===== src/rtl/core_prio_intc.sv =====
module core_prio_intc #(
  parameter int LEVELS    = 16,
  parameter int FIRST_EXT = 4,
  localparam int LW   = $clog2(LEVELS),
  localparam int NEXT = LEVELS - FIRST_EXT
) (
  input  logic              clk,
  input  logic              rst_n,
  input  logic              rst_req,
  input  logic              nmi_req,
  input  logic [NEXT-1:0]   ext_irq,
  input  logic              glb_en,
  input  logic              reg_wr,
  input  logic [1:0]        reg_addr,
  input  logic [LEVELS-1:0] reg_wdata,
  output logic [LEVELS-1:0] reg_rdata,
  input  logic              ack,
  input  logic [LW-1:0]     ack_level,
  output logic              irq_valid,
  output logic [LW-1:0]     irq_level
);

  localparam logic [LEVELS-1:0] EXT_BITS = {{NEXT{1'b1}}, {FIRST_EXT{1'b0}}};
  localparam logic [LEVELS-1:0] FIX_BITS = {{(LEVELS-2){1'b0}}, 2'b11};
  localparam logic [1:0] A_MASK = 2'd0;
  localparam logic [1:0] A_SET  = 2'd1;
  localparam logic [1:0] A_CLR  = 2'd2;

  logic [LEVELS-1:0] pend, mask_q, hw_set, sw_set, sw_clr, ack_clr, elig;
  logic [NEXT-1:0]   ext_prev;
  logic              rst_prev, nmi_prev;

  always_comb begin
    hw_set = '0;
    hw_set[0] = rst_req & ~rst_prev;
    hw_set[1] = nmi_req & ~nmi_prev;
    hw_set[LEVELS-1:FIRST_EXT] = ext_irq & ~ext_prev;
  end

  assign sw_set  = (reg_wr && reg_addr == A_SET) ? (reg_wdata & EXT_BITS) : '0;
  assign sw_clr  = (reg_wr && reg_addr == A_CLR) ? (reg_wdata & EXT_BITS) : '0;
  assign ack_clr = ack ? ({{(LEVELS-1){1'b0}}, 1'b1} << ack_level) : '0;

  always_ff @(posedge clk) begin
    if (!rst_n) begin
      pend     <= '0;
      mask_q   <= '0;
      ext_prev <= '0;
      rst_prev <= 1'b0;
      nmi_prev <= 1'b0;
    end else begin
      ext_prev <= ext_irq;
      rst_prev <= rst_req;
      nmi_prev <= nmi_req;
      pend     <= ((pend & ~(sw_clr | ack_clr)) | hw_set | sw_set) & (EXT_BITS | FIX_BITS);
      if (reg_wr && reg_addr == A_MASK)
        mask_q <= reg_wdata & EXT_BITS;
    end
  end

  assign elig = pend & (FIX_BITS | (mask_q & {LEVELS{glb_en}}));

  always_comb begin
    irq_level = '0;
    for (int i = LEVELS - 1; i >= 0; i--)
      if (elig[i]) irq_level = LW'(i);
  end

  assign irq_valid = |elig;

  always_comb begin
    case (reg_addr)
      A_MASK:  reg_rdata = mask_q;
      A_SET:   reg_rdata = pend;
      default: reg_rdata = '0;
    endcase
  end

endmodule


===== config.mk =====
export PLATFORM = sky130hd
export DESIGN_NAME = core_prio_intc
export DESIGN_NICKNAME = d
export VERILOG_FILES = /design/src/rtl/core_prio_intc.sv
export SDC_FILE = /design/constraint.sdc
export NUM_CORES = 1
export LEC_CHECK = 0
export ABC_AREA = 1
export BUFFER_PORTS_ARGS = -buffer_cell sky130_fd_sc_hd__buf_4
export CAP_MARGIN = 20
export CORE_ASPECT_RATIO = 1.75
export CORE_UTILIZATION = 45
export DETAILED_ROUTE_END_ITERATION = 8
export PLACE_DENSITY = 0.7
export SETUP_SLACK_MARGIN = 0.02
export SLEW_MARGIN = 20
export SYNTH_ARGS = -nofsm -noshare
export SYNTH_HDL_FRONTEND = slang
export SYNTH_SLANG_ARGS = --single-unit

===== constraint.sdc =====
create_clock -name clk -period 1.3 [get_ports clk]
set_input_delay 0.26 -clock clk [delete_from_list [all_inputs] [get_ports clk]]
set_output_delay 0.26 -clock clk [all_outputs]
set_load 0.05 [all_outputs]

==> impl_results.md <==
* Post-Syn Area per Cell at 6.28 µm²
* WHS at ~0.15 ns
* Setup Skew at ~0.011 ns
* Largest net degree at the start of global routing at 17
* Total Neg Setup Slack at -3.43 ns
* Detailed placement HPWL at 4580 µm
* Yosys reg bits at 40
* Routed WL at 7470 µm
* Layout cells sized above 1 at 48.6%
* Unrepaired setup endpoints after global routing: true
* Number of buffers created by CTS at 5
* PD cells at 961 mW/mm²
* CP max FO at 2
* Initial antenna violation count at 0
* Sequential share of power at 40.9%
* Maxcap violations at 0
* Clk sink count at 40
* Worst skew pair latency at 0.30 ns
* Critical Path AT at 1.85 ns
* Met1 Wirelength at approximately 2700 µm
* Sequential fraction of the synthesis area at 40.1%
* Combinational share of power at 29.2%
* Die Area at 0.00472 mm²
* Total power at 3360 µW
* Fillcell total at 260
* # rows at 31
* Post-route ant nets at 0
* Nets at 466
* GRT overflow at 0
* Met2 WL at 4120 µm
* Io pins at 62
* Drt initial violations at 148
* Switching pwr at 1030 µW
* Wire per inst at 15.7 µm
* Final hold violation count at 0
* CTS Hold Buffers Added at 0
* H-tree Lvls at 2
* 1st-pass router iterations at 5
* WL met3 at 430 µm
* Int Pwr at 2330 µW
* IO Port Bufs at 55
* Leading cell type in the layout, fill and taps excluded: nand2_1
* Synth unique cells at 20
* Worst-path clk slew at 0.08 ns
* WP buf/inv at 1
* Seq. cell area at a little over 800 µm²
* Gp weighted congestion at slightly below 0.9
* Finished Core Util at approximately 83%
* Crit-path cells: nand2_2 > nor2_4 > nand2_1 > nand2_1 > nand2_1 > nand2_1 > nand2_1 > nand2_1 > nand2_1 > nand2_1 > nand2_1 > nand2_2 > nand2_2 > a21oi_4 > buf_6
* Commonest non-fill, non-tap cells in the layout: nand2_1 (82), buf_4 (78), inv_1 (36), nor2_1 (32), nand2_2 (24)
* Mapped Area at 0.00200 mm²
* Minimum clock period at between 2 and 2.5 ns
* Clock share of power at 29.9%
* Mapped Cells at 318
* Inserted Diodes at 0
* CP Class: register to output pin
* Slowest-stage cell, CP: dfxtp_2
* Tcrit/Tclk final at 162%
* Failing checks: negative setup slack
* Die Y at 90.1 µm
* CP most frequent cell: nand2_1
* Clock root buffer: clkbuf_8
* Vias at 2566
* Sw frac at between 30% and 40%
* CP startpoint kind: register
* CTS tree: built
* Area of the multi-input gates at 0.00130 mm²
* Hold Crit Class: input port to register
* Largest delay share family, worst path: simple AND/OR/NAND/NOR gates
* Max Slew Vio Count at 0
* Syn-to-layout area delta at 75.2%
* Max Used Layer: met4
* Peak supply drop at 1490 µV
* Fmax at around 0.47 GHz
* DRC errors left at 0
* Total core area at 0.00419 mm²
* CTS max path bufs at 2
* WP data required at 1.04 ns
* Setup slack after layout at -0.809 ns
* Ys Warns at 0
* Static Leak at about 0.0017 µW
* Routed vias/inst at 5.40
* # setup viols final at 19
* Critical Path Sink Type: output pin
* Status: finished, violations left
* Global Route Usage Sum at between 20 and 30%
* Die width at 52.3 µm
* Initial Util at 47.6%
* First-pass GRT wire length at roughly 10000 µm
* Pre-CTS WS at -0.468 ns
* Vias in the first global route at 2396
* CP peak stage delay at ~0.34 ns
==> power groups by stage <==
stage | sequential (µW) | combinational [µW] | clock (µW)
6_report | 1370 | 981 | 1010
4_1_cts | 1360 | 876 | 1010
3_5_place_dp | 1380 | 764 | 0
5_1_grt | 1380 | 1040 | 1050
2_1_floorplan | 1380 | 417 | 0
3_3_place_gp | 1370 | 751 | 0
==> cell families (layout without fill, tap and decap cells) <==
family / after synthesis / count (layout) / share of synthesized area [%]
DFF: 40 / 40 / 40.1
buffers and inverters: 55 / 162 / 11.3
and+or+nand+nor: 188 / 188 / 38.2
other: 1 / 2 / 0.188
AOI/OAI and AO/OA: 34 / 34 / 10.2
==> cell usage after synthesis <==
master	instances	share of area, %
nand2_1	109	21
inv_1	41	7.7
dfxtp_1	40	40
nor2_1	38	7.1
nand3_1	33	8.3
o21ai_0	15	3.8
a31oi_1	13	4.1
clkbuf_1	8	1.5
nor3_1	6	1.5
buf_2	3	0.75
buf_4	2	0.75
o311ai_0	2	0.88
a21oi_1	1	0.25
a21oi_2	1	0.44
a22oi_1	1	0.38
buf_6	1	0.56
conb_1	1	0.19
nand3_2	1	0.50
nand4_1	1	0.31
o21bai_1	1	0.38
==> state kept, by name, indices dropped and copies added, names as in the netlist <==
name	flops
rst_prev	1
ext_prev	12
pend	14
mask_q	12
nmi_prev	1
==> cell type report <==
cell class | instances | share of cell area [%]
multi-input combinational | 224 | 37.2
timing repair buffer | 113 | 29.6
sequential | 40 | 23.7
inverter | 41 | 4.58
clock buffer | 6 | 2.08
tap | 49 | 1.75
clock inverter | 2 | 1.00
==> layer usage <==
metal	global-route usage (%)	vias up
li1	-	1210
met2	52.5	136
met4	9.43	0
met1	31.2	1197
met5	0	-
met3	2.88	23
==> what timing repair did <==
action	4_1_cts	5_1_grt
hold endpoints to repair	0	0
gates resized for setup	90	39
pin swaps	21	17
endpoints found under the setup margin	19	19
buffers inserted	6	16
==> through the flow <==
step,instance area [µm²],instances
after floorplan,2130,319
after global placement,2870,455
after detailed placement,2870,455
after CTS,3310,467
after global routing,3500,475
final,3500,475
==> worst min-delay path, cell delays in order <==
cell	delay [ns]
buf_4	0.08
nand2_1	0.04
inv_1	0.04
==> final timing paths <==
check | from | to | slack [ns] | depth (start not counted)
min reg2reg | nmi_prev | pend[1] | 0.42 | 1
min | ext_irq[4] | ext_prev[4] | 0.15 | 3
max reg2reg | pend[13] | pend[13] | 0.33 | 5
max | mask_q[15] | irq_level[0] | -0.81 | 15
(Power assumes the default switching activity.)
